[src/rtl/prescale_pkg.sv]
package prescale_pkg;
  typedef enum logic [1:0] {
    MODE_SEARCH = 2'd0,
    MODE_FIX_LO = 2'd1,
    MODE_FIX_HI = 2'd2,
    MODE_ZERO   = 2'd3
  } pmode_e;

  typedef enum logic [1:0] {
    ST_IDLE,
    ST_PRE,
    ST_SEARCH,
    ST_FIN
  } pstate_e;

  localparam int unsigned FIX_LO_DIVISOR = 51200;
  localparam int unsigned FIX_LO_BYTE    = 128;
  localparam int unsigned FIX_HI_BYTE    = 127;
  localparam int unsigned FIX_HI_SCALE   = 508;
  localparam int unsigned IDX_LAST       = 254;
endpackage

[src/rtl/prescale_div.sv]
module prescale_div #(
  parameter int unsigned W = 20
) (
  input  logic         clk_i,
  input  logic         rst_ni,
  input  logic         go_i,
  input  logic [W-1:0] dividend_i,
  input  logic [W-1:0] divisor_i,
  output logic         busy_o,
  output logic         done_o,
  output logic [W-1:0] quot_o
);
  localparam int unsigned CW = $clog2(W + 1);

  logic [W-1:0]  acc_q, dvs_q, rem_q;
  logic [CW-1:0] cnt_q;
  logic [W:0]    trial, diff;
  logic          fit;

  always_comb begin
    trial = {rem_q, acc_q[W-1]};
    diff  = trial - {1'b0, dvs_q};
    fit   = trial >= {1'b0, dvs_q};
  end

  always_ff @(posedge clk_i or negedge rst_ni) begin
    if (!rst_ni) begin
      acc_q  <= '0;
      dvs_q  <= '0;
      rem_q  <= '0;
      cnt_q  <= '0;
      busy_o <= 1'b0;
      done_o <= 1'b0;
    end else begin
      done_o <= 1'b0;
      if (go_i) begin
        acc_q  <= dividend_i;
        dvs_q  <= divisor_i;
        rem_q  <= '0;
        cnt_q  <= CW'(W);
        busy_o <= 1'b1;
      end else if (busy_o) begin
        rem_q <= fit ? diff[W-1:0] : trial[W-1:0];
        acc_q <= {acc_q[W-2:0], fit};
        cnt_q <= cnt_q - 1'b1;
        if (cnt_q == CW'(1)) begin
          busy_o <= 1'b0;
          done_o <= 1'b1;
        end
      end
    end
  end

  assign quot_o = acc_q;

  p_div_count_r2: assert property (@(posedge clk_i) disable iff (!rst_ni)
    busy_o |-> cnt_q != '0);
  p_div_done_r2: assert property (@(posedge clk_i) disable iff (!rst_ni)
    done_o |-> !busy_o);
endmodule

[src/rtl/prescale_pack.sv]
module prescale_pack
  import prescale_pkg::*;
#(
  parameter int unsigned W = 20
) (
  input  pmode_e       mode_i,
  input  logic [W-1:0] quot_i,
  input  logic [7:0]   idx_i,
  output logic [15:0]  word_o
);
  logic [31:0] q32;

  always_comb begin
    q32 = 32'(quot_i);
    unique case (mode_i)
      MODE_SEARCH: word_o = {idx_i - 8'd1, idx_i - 8'd2};
      MODE_FIX_LO: word_o = 16'(((q32 + 32'd1) << 8) + 32'(FIX_LO_BYTE));
      MODE_FIX_HI: word_o = 16'((32'(FIX_HI_BYTE) << 8) + q32);
      default:     word_o = 16'h0000;
    endcase
  end
endmodule

[src/rtl/prescale_calc.sv]
module prescale_calc
  import prescale_pkg::*;
#(
  parameter int unsigned SCLK_W = 16,
  parameter int unsigned RATE_W = 8
) (
  input  logic              clk_i,
  input  logic              rst_ni,
  input  logic              start_i,
  input  logic [1:0]        mode_i,
  input  logic [SCLK_W-1:0] sclk_i,
  input  logic [RATE_W-1:0] rate_i,
  output logic              busy_o,
  output logic              done_o,
  output logic [15:0]       prescale_o
);
  localparam int unsigned DW = SCLK_W + 4;

  pstate_e       state_q;
  pmode_e        mode_q;
  logic [DW-1:0] nm_q, res_q;
  logic [7:0]    idx_q;

  logic          div_go, div_busy, div_done;
  logic [DW-1:0] div_a, div_b, div_q;
  logic          hit;
  logic [15:0]   word;
  pmode_e        mode_in;

  assign mode_in = pmode_e'(mode_i);
  assign hit     = div_q < DW'(idx_q);

  always_comb begin
    div_go = 1'b0;
    div_a  = DW'(sclk_i) * DW'(10);
    div_b  = '0;
    unique case (state_q)
      ST_IDLE: if (start_i && mode_in != MODE_ZERO) begin
        div_go = 1'b1;
        unique case (mode_in)
          MODE_SEARCH: div_b = DW'(rate_i) << 2;
          MODE_FIX_LO: div_b = DW'(FIX_LO_DIVISOR);
          default:     div_b = DW'(rate_i) * DW'(FIX_HI_SCALE);
        endcase
      end
      ST_PRE: if (div_done && mode_q == MODE_SEARCH) begin
        div_go = 1'b1;
        div_a  = div_q;
        div_b  = DW'(1);
      end
      ST_SEARCH: if (div_done && !hit && idx_q != 8'(IDX_LAST)) begin
        div_go = 1'b1;
        div_a  = nm_q;
        div_b  = DW'(idx_q) + DW'(1);
      end
      default: ;
    endcase
  end

  prescale_div #(.W(DW)) u_div (
    .clk_i      (clk_i),
    .rst_ni     (rst_ni),
    .go_i       (div_go),
    .dividend_i (div_a),
    .divisor_i  (div_b),
    .busy_o     (div_busy),
    .done_o     (div_done),
    .quot_o     (div_q)
  );

  prescale_pack #(.W(DW)) u_pack (
    .mode_i (mode_q),
    .quot_i (res_q),
    .idx_i  (idx_q),
    .word_o (word)
  );

  always_ff @(posedge clk_i or negedge rst_ni) begin
    if (!rst_ni) begin
      state_q    <= ST_IDLE;
      mode_q     <= MODE_SEARCH;
      nm_q       <= '0;
      res_q      <= '0;
      idx_q      <= 8'd1;
      done_o     <= 1'b0;
      prescale_o <= '0;
    end else begin
      done_o <= 1'b0;
      unique case (state_q)
        ST_IDLE: if (start_i) begin
          mode_q  <= mode_in;
          state_q <= (mode_in == MODE_ZERO) ? ST_FIN : ST_PRE;
        end
        ST_PRE: if (div_done) begin
          if (mode_q == MODE_SEARCH) begin
            nm_q    <= div_q;
            idx_q   <= 8'd1;
            state_q <= ST_SEARCH;
          end else begin
            res_q   <= div_q;
            state_q <= ST_FIN;
          end
        end
        ST_SEARCH: if (div_done) begin
          if (hit) begin
            state_q <= ST_FIN;
          end else if (idx_q == 8'(IDX_LAST)) begin
            idx_q   <= 8'd255;  // saturate
            state_q <= ST_FIN;
          end else begin
            idx_q <= idx_q + 8'd1;
          end
        end
        default: begin
          done_o     <= 1'b1;
          prescale_o <= word;
          state_q    <= ST_IDLE;
        end
      endcase
    end
  end

  assign busy_o = state_q != ST_IDLE;

  p_done_pulse_r8: assert property (@(posedge clk_i) disable iff (!rst_ni)
    done_o |=> !done_o);
  p_done_after_busy_r8: assert property (@(posedge clk_i) disable iff (!rst_ni)
    $rose(done_o) |-> $past(busy_o));
  p_hold_r10: assert property (@(posedge clk_i) disable iff (!rst_ni)
    !done_o |-> $stable(prescale_o));
  p_ignore_start_r9: assert property (@(posedge clk_i) disable iff (!rst_ni)
    (busy_o && $past(busy_o)) |-> $stable(mode_q));
  p_idx_range_r4: assert property (@(posedge clk_i) disable iff (!rst_ni)
    (state_q == ST_SEARCH) |-> (idx_q >= 8'd1 && idx_q <= 8'(IDX_LAST)));
  p_div_idle_r8: assert property (@(posedge clk_i) disable iff (!rst_ni)
    !busy_o |-> !div_busy);
endmodule

[config.mk]
export PLATFORM = sky130hd
export DESIGN_NAME = prescale_calc
export DESIGN_NICKNAME = d
export VERILOG_FILES = /design/src/rtl/prescale_pkg.sv /design/src/rtl/prescale_div.sv /design/src/rtl/prescale_pack.sv /design/src/rtl/prescale_calc.sv
export SDC_FILE = /design/constraint.sdc
export NUM_CORES = 1
export LEC_CHECK = 0
export BUFFER_PORTS_ARGS = -buffer_cell sky130_fd_sc_hd__buf_2
export CORE_MARGIN = 2
export CORE_UTILIZATION = 35
export DETAILED_ROUTE_END_ITERATION = 10
export PLACE_DENSITY_LB_ADDON = 0.08
export REMOVE_ABC_BUFFERS = 1
export SKIP_LAST_GASP = 1
export SYNTH_ARGS = -nofsm -noshare
export SYNTH_HDL_FRONTEND = slang
export SYNTH_HIERARCHICAL = 1
export SYNTH_SLANG_ARGS = --single-unit
[constraint.sdc]
create_clock -name clk_i -period 6.15 [get_ports clk_i]
set_clock_uncertainty 0.1 [all_clocks]
set_input_delay 1.23 -clock clk_i [delete_from_list [all_inputs] [get_ports clk_i]]
set_output_delay 1.23 -clock clk_i [all_outputs]
set_load 0.03 [all_outputs]
==> summary.txt, run 1 <==
Cells and area
  • Area Overhead vs Synth: 10.3%
  • Multi-input gate area in the final layout: 6800 um2
  • FF+latch area: 3310 um2
  • Nets: 1,419
  • Antenna diodes: 0
  • Fillers: 3,202
  • Share of post-route cells with drive strength above 1: 0.120
  • Final Instance Area: 11,900 um2

Timing
  • Count of final setup violators: 0
  • Fin. Hold Viols: 0
  • RSZ-0062 raised after global routing: false
  • F_max: 191 MHz
  • Hold WS: 0.373 ns
  • Fin crit period: 5.24 ns
  • Setup TNS: 0 ns
  • Slew Viols, Final: 0
  • Rel. slew slack: 0.277
  • Slew @ Worst Pin: 1.09 ns
  • Crit share post-route: 0.852

Power and ir drop
  • Overall Power: 6.58 mW
  • Seq pwr share: 0.241
  • Pleak: 5.63 nW
  • Switching pwr: 3.07 mW
  • Comb pwr share: 0.609
  • Cell internal pwr: 3.51 mW
  • Clock power frac: 0.150
  • Peak supply drop: 250 uV
  • Switching Fraction: 0.467
  • Pwr/cell area: 555 nW/um2

Critical path
  • Critical Path Fanout Max: 4
  • Crit-path slowest cell: fa_1
  • CP Class: primary input to flop
  • Reg2Reg Depth: 10
  • Worst setup path start: rate_i[5]
  • Worst r2r src: idx_q[2]
  • Worst EP arrival: 5.48 ns
  • CP Launch Type: primary input
  • Crit-path max cell delay: 0.56 ns
  • Critical Path Sink Type: flop
  • Reg2reg setup slack: 2.30 ns
  • CP Data Required Time: 6.39 ns
  • CP Cell Sequence: buf_2, inv_1, fa_1, fa_1, inv_1, ha_1, xor2_1, fa_1, inv_1, ha_1, o21ai_0, a21oi_1, o211ai_1, a21oi_1, nor3_1, or4_1, nand2_1, nand2_1, o21ai_0

Global routing
  • Overflow after GRT: 0
  • Initial antenna violation count: 0
  • First-pass GRT wire length: 46,500 um
  • Vias in the first global route: 8,600
  • Largest net degree at the start of global routing: 96
  • GRT Resource Usage Total: 0.183

Placed design
  • Placed cell area: 11,300 um2
  • RD Place Congestion: 0.809
  • Number of port buffers: 46
  • Dpl hpwl: 20,300 um

CTS
  • Post-CTS Hold Buffers: 0
  • CTS Buffer Depth: 2
  • H-tree levels: 4
  • CTS tree: done
  • Clock Sinks: 132
  • Setup bufs post-CTS: 0
  • Skew-Pair Late Insertion Delay: 0.42 ns
  • Clock transition at path regs: 0.06 ns
  • TritonCTS Buffers: 17
  • CTS Root Cell: clkbuf_16
  • Post-cts resize count: 0

Worst hold path
  • HP Start: nm_q[0]
  • Min-Delay Path Class: flop to flop
  • Hold path depth: 2

Floorplan
  • Core area: 30,400 um2
  • Die width: 179 um
  • Die height: 179 um
  • Initial Util: 0.353
  • Die area: 32,200 um2
  • Row count: 64
  • Io pins: 47

Routing
  • Final WL: 27,700 um
  • Via density per instance: 5.16
  • Drc violations: 0
  • First-pass iteration count of the detailed router: 5
  • Via count: 8,641
  • Antenna-violating nets left: 0
  • Starting DRT DRC Count: 360
  • WL per Instance: 16.5 um

Status
  • Status: finished clean

Logic synthesis
  • Post-synthesis cell count: 1,246
  • Yosys warnings: 6
  • Mapped Area: 10,800 um2
  • Mapped Avg Cell Area: 8.63 um2

Job
  • Max Cap Viol: 0
## metrics by stage
stage / std cells / worst slack [ns] / utilization
2_1_floorplan: 1191 / -0.247 / -
3_3_place_gp: 1643 / 0.506 / 0.371
3_5_place_dp: 1643 / 0.436 / 0.371
4_1_cts: 1675 / 0.894 / 0.390
5_1_grt: 1675 / 0.600 / 0.390
6_report: 1675 / 0.912 / 0.390
## power groups by stage
stage / Combinational, mW / Sequential [mW] / Clock [mW]
4_1_cts: 4.06 / 1.60 / 1.02
3_5_place_dp: 4.03 / 1.61 / 0
3_3_place_gp: 4.02 / 1.61 / 0
2_1_floorplan: 3.00 / 1.63 / 0
6_report: 4.01 / 1.59 / 0.987
5_1_grt: 4.55 / 1.65 / 1.06
## sequential cells by signal, indices dropped and copies added (netlist names)
register / count
nm_q: 20
u_div/dvs_q: 20
u_div/quot_o: 20
u_div/rem_q: 20
prescale_o: 16
res_q: 16
idx_q: 8
u_div/cnt_q: 5
mode_q: 2
state_q: 2
done_o: 1
u_div/busy_o: 1
u_div/done_o: 1
## critical path, delay by kind of cell
| kind | cells | cell delay (ns) |
|---|---|---|
| AO/OA/AOI/OAI | 5 | 0.75 |
| AND/OR/NAND/NOR | 4 | 0.67 |
| adder cells (fa/ha/maj) | 5 | 2.22 |
| XOR/XNOR | 1 | 0.18 |
| buffers and inverters | 4 | 0.41 |
## metal layers
metal | vias to the layer above | share of wire | global-route usage | routed length (um)
met4 | 0 | 0.014 | 0.0457 | 393
met2 | 85 | 0.48 | 0.305 | 13200
met3 | 18 | 0.018 | 0.0286 | 502
li1 | 4369 | - | - | -
met5 | - | 0 | 0 | 0
met1 | 4169 | 0.49 | 0.249 | 13600
## layout by cell type (no fill, tap or decap), drive strengths merged, types with 21 or more instances in the layout
cell	count
mux2i	32
inv	106
xor2	23
clkbuf	21
nand2	206
a21oi	63
nor2	85
mux2	38
nand3	25
nor3	22
ha	101
dfrtp	131
xnor2	41
fa	23
o21ai	80
buf	56
## layout make-up
class                      instances  area share
multi-input combinational        955       0.573
sequential                       132       0.279
timing repair buffer              56      0.0263
clock buffer                      21      0.0388
clock inverter                    11     0.00865
inverter                         104      0.0329
tap                              396      0.0418
## worst paths after layout
path | endpoint
setup reg to reg | u_div/quot_o[15]
max in group asynchronous | prescale_o[11]
min in group asynchronous | u_div/dvs_q[16]
setup / recovery | u_div/dvs_q[16]
hold reg to reg | nm_q[0]
hold / removal | nm_q[0]
Power figures use the tool's default switching activity.
==> run 2: changes to the inputs <==
--- a/config.mk
+++ b/config.mk
@@ -5,6 +5,7 @@
 export SDC_FILE = /design/constraint.sdc
 export NUM_CORES = 1
 export LEC_CHECK = 0
+export ABC_AREA = 1
 export BUFFER_PORTS_ARGS = -buffer_cell sky130_fd_sc_hd__buf_2
 export CORE_MARGIN = 2
 export CORE_UTILIZATION = 35
==> run 2 against run 1 <==
Net effect: sequential share of layout area shrank 1.7 points; cell area grew 6.6%; non-clock buffer count shrank 6; final cell count grew 26%; total power grew 3.8%; hold slack lost 0.0065 ns; setup slack gained 0.32 ns; maximum frequency grew 6.6%; critical path depth grew 2; first-iteration DRC count grew 43%; critical path type unchanged; sequential power shrank 9%; count of clock-buffer cells in the layout shrank 1.
==> summary.txt, run 2 <==
Status
  • Status: finished clean

Critical path
  • Crit-path max cell delay: 0.56 ns (about the same)
  • Worst EP arrival: 5.10 ns (-0.38 ns)
  • CP most frequent cell: inv_1
  • CP Class: primary input to flop
  • CP Launch Type: primary input
  • Worst r2r src: idx_q[5]
  • CP Cell Sequence: buf_2, inv_1, fa_1, fa_1, inv_1, ha_1, xor2_1, fa_1, inv_1, ha_1, inv_1, nor3_1, nand2_1, o211ai_1, nand2_1, nand2_1, nor2_1, o21ai_0, inv_1, nand2_1, o21ai_0
  • Crit-path slowest cell: fa_1
  • Critical Path Sink Type: flop
  • Critical Path Fanout Max: 5 (+1)
  • Reg2Reg Depth: 13 (+3)
  • Worst setup path start: rate_i[5]
  • CP Data Required Time: 6.33 ns (-0.06 ns)

CTS
  • CTS Buffer Depth: 2 (unchanged)
  • Post-cts resize count: 0 (unchanged)
  • Skew-Pair Late Insertion Delay: 0.43 ns (about the same)
  • Post-CTS Hold Buffers: 0 (unchanged)
  • CTS Root Cell: clkbuf_16
  • Clock transition at path regs: 0.07 ns (about the same)
  • CTS tree: done
  • Clock Sinks: 132 (unchanged)
  • H-tree levels: 4 (unchanged)
  • Setup bufs post-CTS: 0 (unchanged)
  • TritonCTS Buffers: 17 (unchanged)

Cells and area
  • Share of post-route cells with drive strength above 1: 0.0938 (-0.0267)
  • Fillers: 3,471 (+8.4%)
  • FF+latch area: 3300 um2 (about the same)
  • Multi-input gate area in the final layout: 6860 um2 (+0.88%)
  • Most common cell after layout, fill and taps aside: nand2_1
  • Antenna diodes: 0 (unchanged)
  • Nets: 1,805 (+27%)
  • Final Util: 0.392 (+0.00192)
  • Final Non-Filler Cells: 2,106 (+26%)
  • Area Overhead vs Synth: 10.9%
  • Most frequent cells in the layout: 450 x nand2_1, 270 x inv_1, 131 x dfrtp_1
  • Final Instance Area: 12,700 um2 (+6.6%)

Timing
  • Setup TNS: 0 ns (unchanged)
  • Fin crit period: 4.91 ns (-0.325 ns)
  • Slew Viols, Final: 0 (unchanged)
  • F_max: 204 MHz (+6.6%)
  • Hold WS: 0.367 ns (-0.00645 ns)
  • Count of final setup violators: 0 (unchanged)
  • RSZ-0062 raised after global routing: false
  • Rel. slew slack: 0.332 (+0.0558)
  • Fin. Hold Viols: 0 (unchanged)
  • Fin worst setup slack: 1.24 ns (+0.325 ns)
  • Crit share post-route: 0.799 (-0.0528)
  • Slew @ Worst Pin: 1.00 ns (-0.0848 ns)

Floorplan
  • Core area: 32,300 um2 (+6.1%)
  • Io pins: 47 (unchanged)
  • Row count: 66 (+3.1%)
  • Die width: 185 um (+2.9%)
  • Die area: 34,000 um2 (+5.9%)
  • Die height: 185 um (+2.9%)
  • Initial Util: 0.353 (about the same)

Job
  • Max Cap Viol: 0 (unchanged)

Placed design
  • RD Place Congestion: 0.883 (+9.2%)
  • Number of port buffers: 46 (unchanged)
  • Placed cell area: 12,100 um2 (+6.8%)
  • Dpl hpwl: 23,800 um (+17%)
  • Placed Cells: 2,075 (+26%)
  • Pre-CTS setup slack: 0.789 ns (+0.353 ns)

Routing
  • Via count: 10.3k (+19%)
  • Via density per instance: 4.87 (-5.6%)
  • WL per Instance: 14.9 um (-9.8%)
  • Antenna-violating nets left: 0 (unchanged)
  • Final WL: 31,400 um (+13%)
  • First-pass iteration count of the detailed router: 5 (unchanged)
  • Drc violations: 0 (unchanged)
  • Starting DRT DRC Count: 516 (+43%)

Power and ir drop
  • Peak supply drop: 302 uV (+21%)
  • Pleak: 6.55 nW (+16%)
  • Pwr/cell area: 540 nW/um2 (-2.7%)
  • Overall Power: 6.83 mW (+3.8%)

Global routing
  • First-pass GRT wire length: 52,700 um (+13%)
  • Initial antenna violation count: 0 (unchanged)
  • GRT Resource Usage Total: 0.195 (+0.0115)
  • Largest net degree at the start of global routing: 97 (+1.0%)
  • Overflow after GRT: 0 (unchanged)
  • Vias in the first global route: 10.2k (+19%)

Logic synthesis
  • Post-synthesis cell count: 1,618 (+30%)
  • Yosys warnings: 6 (unchanged)
  • Mapped Avg Cell Area: 7.05 um2 (-18%)
  • Mapped Area: 11,400 um2 (+6.0%)

Worst hold path
  • HP Start: prescale_o[0]
  • Min-Delay Path Class: flop to flop
  • Hold path depth: 2 (unchanged)
## run 2: changes by cell type in the layout (fill, tap and decap cells not counted), sizes merged, moves of 26 or more
cell / delta
inv: +182
xnor2: -31
nor2: +27
nand2: +262
o21bai: +26
mux2: -31
nand3: +107
mux2i: -32
## run 2: metal layers
layer,share of wire,up-vias,GRT usage
met5,0,-,0
met4,0.014,0,0.0538
met3,0.034,24,0.0247
met2,0.46,188,0.320
met1,0.49,4800,0.269
li1,-,5240,-
## run 2: worst paths after layout
kind / end / slack [ns]
max in group asynchronous: nm_q[5] / 4.12
setup reg to reg: u_div/quot_o[9] / 1.84
setup / recovery: u_div/dvs_q[15] / 1.24
min in group asynchronous: u_div/dvs_q[13] / 0.77
hold reg to reg: prescale_o[0] / 0.37
hold / removal: prescale_o[0] / 0.37
## run 2: area by class of cell
class / instances / area share
Inverter: 289 / 0.0857
Timing Repair Buffer: 50 / 0.0211
Clock buffer: 20 / 0.0361
Multi-Input combinational cell: 1162 / 0.542
Sequential cell: 132 / 0.261
Tap cell: 442 / 0.0437
Clock inverter: 11 / 0.0101
## run 2: power breakdown
part	internal, mW	switching, mW
clock	0.618	0.428
combinational	1.48	2.85
sequential	1.20	0.245
total	3.30	3.53
## run 2: worst max-delay path: cells and delay by family
| kind | cells | cell delay (ns) |
|---|---|---|
| compound gates | 3 | 0.41 |
| fa+ha+maj | 5 | 2.25 |
| xor+xnor | 1 | 0.19 |
| buf+inv | 6 | 0.51 |
| simple gates | 6 | 0.51 |
==> run 3: changes to the inputs <==
==> constraint.sdc (replaced) <==
create_clock -name clk_i -period 4.6 [get_ports clk_i]
set_clock_uncertainty 0.1 [all_clocks]
set_input_delay 0.92 -clock clk_i [delete_from_list [all_inputs] [get_ports clk_i]]
set_output_delay 0.92 -clock clk_i [all_outputs]
set_load 0.03 [all_outputs]
==> run 3 against run 2 <==
Net effect: via count rose by 1.1%; core utilization rose by 1.0 points; register-to-register slack got worse by 0.72 ns; hold slack got worse by 0.0016 ns; total power rose by 37%; sequential power rose by 33%.
==> summary.txt, run 3 (same netlist as run 2, synthesis figures left out) <==
CTS
  • Post-CTS Hold Buffers: 0 (unchanged)
  • CTS Root Cell: clkbuf_16
  • CTS Buffer Depth: 2 (unchanged)
  • CTS tree: done
  • TritonCTS Buffers: 17 (unchanged)
  • Skew-Pair Late Insertion Delay: 0.44 ns (about the same)
  • Clock Sinks: 132 (unchanged)
  • Clock transition at path regs: 0.06 ns (about the same)
  • H-tree levels: 4 (unchanged)

Floorplan
  • Die width: 185 um (unchanged)
  • Core area: 32,300 um2 (unchanged)
  • Io pins: 47 (unchanged)
  • Row count: 66 (unchanged)
  • Initial Util: 0.353 (unchanged)
  • Die area: 34,000 um2 (unchanged)
  • Die height: 185 um (unchanged)

Global routing
  • Vias in the first global route: 10.4k (+1.4%)
  • First-pass GRT wire length: 53,000 um (+0.55%)
  • Largest net degree at the start of global routing: 99 (+2.1%)
  • Initial antenna violation count: 0 (unchanged)
  • GRT Resource Usage Total: 0.197 (+0.00179)
  • Overflow after GRT: 0 (unchanged)

Worst hold path
  • Min-Delay Path Class: flop to flop

Timing
  • Crit share post-route: 0.954
  • F_max: 228 MHz
  • Fin crit period: 4.39 ns
  • Count of final setup violators: 0 (unchanged)
  • Fin. Hold Viols: 0 (unchanged)
  • Rel. slew slack: 0.329 (-0.00379)
  • RSZ-0062 raised after global routing: false
  • Slew @ Worst Pin: 1.01 ns (+0.00676 ns)
  • Slew Viols, Final: 0 (unchanged)

Cells and area
  • Area Overhead vs Synth: 13.8%
  • Most frequent cells in the layout: 449 x nand2_1, 270 x inv_1, 131 x dfrtp_1
  • Share of post-route cells with drive strength above 1: 0.118 (+0.0241)
  • Nets: 1,845 (+2.2%)
  • Final Util: 0.402 (+0.0102)
  • Most common cell after layout, fill and taps aside: nand2_1
  • Fillers: 3,494 (+0.66%)
  • Antenna diodes: 0 (unchanged)
  • Final Non-Filler Cells: 2,147 (+1.9%)

Routing
  • Via count: 10.4k (+1.1%)
  • WL per Instance: 14.6 um (-1.7%)
  • Via density per instance: 4.83 (-0.80%)
  • Starting DRT DRC Count: 452 (-12%)
  • First-pass iteration count of the detailed router: 5 (unchanged)
  • Drc violations: 0 (unchanged)
  • Final WL: 31,400 um (+0.20%)
  • Antenna-violating nets left: 0 (unchanged)

Critical path
  • Worst setup path start: rate_i[4]
  • CP Data Required Time: 4.78 ns (-1.55 ns)
  • Reg2Reg Depth: 13 (unchanged)
  • Critical Path Sink Type: flop
  • CP Class: primary input to flop
  • Worst EP arrival: 4.57 ns (-0.53 ns)
  • Critical Path Fanout Max: 3 (-2)
  • Reg2reg setup slack: 1.12 ns (-0.72 ns)
  • CP Launch Type: primary input
  • Worst r2r src: idx_q[4]
  • Worst setup endpoint: u_div/dvs_q[13]
  • R2r endpoint: u_div/quot_o[14]

Placed design
  • RD Place Congestion: 0.846 (-4.2%)
  • Number of port buffers: 46 (unchanged)
  • Dpl hpwl: 24,000 um (+0.80%)
  • Placed Cells: 2,114 (+1.9%)

Status
  • Status: finished clean

Power and ir drop
  • Peak supply drop: 323 uV (+7.1%)
  • Pwr/cell area: 721 nW/um2 (+34%)
  • Pleak: 6.76 nW (+3.2%)
  • Overall Power: 9.36 mW (+37%)

Job
  • Max Cap Viol: 0 (unchanged)
==> run 3: changes by cell type in the layout (fill, tap and decap cells not counted), sizes merged <==
cell	change
buf	+40
clkbuf	-2
inv	+2
clkinvlp	-4
clkinv	+5
==> run 3: report_power, final <==
| group | switching [mW] | internal (mW) |
|---|---|---|
| Combinational | 3.86 | 2.19 |
| Sequential | 0.323 | 1.61 |
| Clock | 0.581 | 0.804 |
==> run 3: worst min path at each step <==
stage                               from        endpoint  slack, ns  depth (start not counted)
final                      prescale_o[2]   prescale_o[2]       0.37                          2
after global routing      prescale_o[15]  prescale_o[15]       0.39                          2
after CTS                  prescale_o[2]   prescale_o[2]       0.37                          2
after detailed placement   prescale_o[2]   prescale_o[2]       0.36                          2
after global placement     prescale_o[2]   prescale_o[2]       0.35                          2
after floorplan           u_div/dvs_q[0]  u_div/dvs_q[0]       0.35                          2
==> run 3: per-stage QoR <==
| stage | hold WS (ns) | instance area, um2 | TNS (ns) | setup slack (ns) |
|---|---|---|---|---|
| 2_1_floorplan | 0.346 | 11200 | -22.62 | -0.685 |
| 3_3_place_gp | 0.349 | 12400 | -0.779 | -0.198 |
| 3_5_place_dp | 0.356 | 12400 | -1.12 | -0.259 |
| 4_1_cts | 0.371 | 12900 | 0 | 0.195 |
| 5_1_grt | 0.393 | 13000 | 0 | 0.00367 |
| 6_report | 0.365 | 13000 | 0 | 0.213 |
==> run 3: cell type report <==
cell class,instances,area [um2],share of cell area
well taps,442,553,0.0426
clock buffers,18,429,0.0331
repair buffers,90,567,0.0437
clock inverters,14,151,0.0117
flip-flops and latches,132,3300,0.255
inverters,289,1080,0.0836
multi-input cells,1162,6890,0.531
==> run 3: layer usage <==
layer / vias up / track usage / share of wire
li1: 5317 / - / -
met1: 4855 / 0.265 / 0.49
met2: 168 / 0.328 / 0.46
met3: 28 / 0.0306 / 0.035
met4: 0 / 0.0509 / 0.016
met5: - / 0 / 0
==> run 3: worst max-delay path: stages <==
cell and delay (ns):
buf_2 0.12, inv_1 0.07, buf_4 0.15, fa_1 0.48
inv_1 0.07, ha_1 0.29, inv_1 0.08, fa_1 0.44
fa_1 0.51, inv_1 0.04, ha_1 0.31, inv_1 0.13
nor3_2 0.06, nand2_1 0.06, o211ai_1 0.15, buf_4 0.17
a21oi_1 0.15, xor2_1 0.17, nor2_1 0.06, nand2_1 0.06
o21ai_0 0.07
==> run 3: repair_timing <==
action                     4_1_cts  5_1_grt
resized for setup                0        5
setup endpoints to repair        0        2
buffers inserted                 0        1
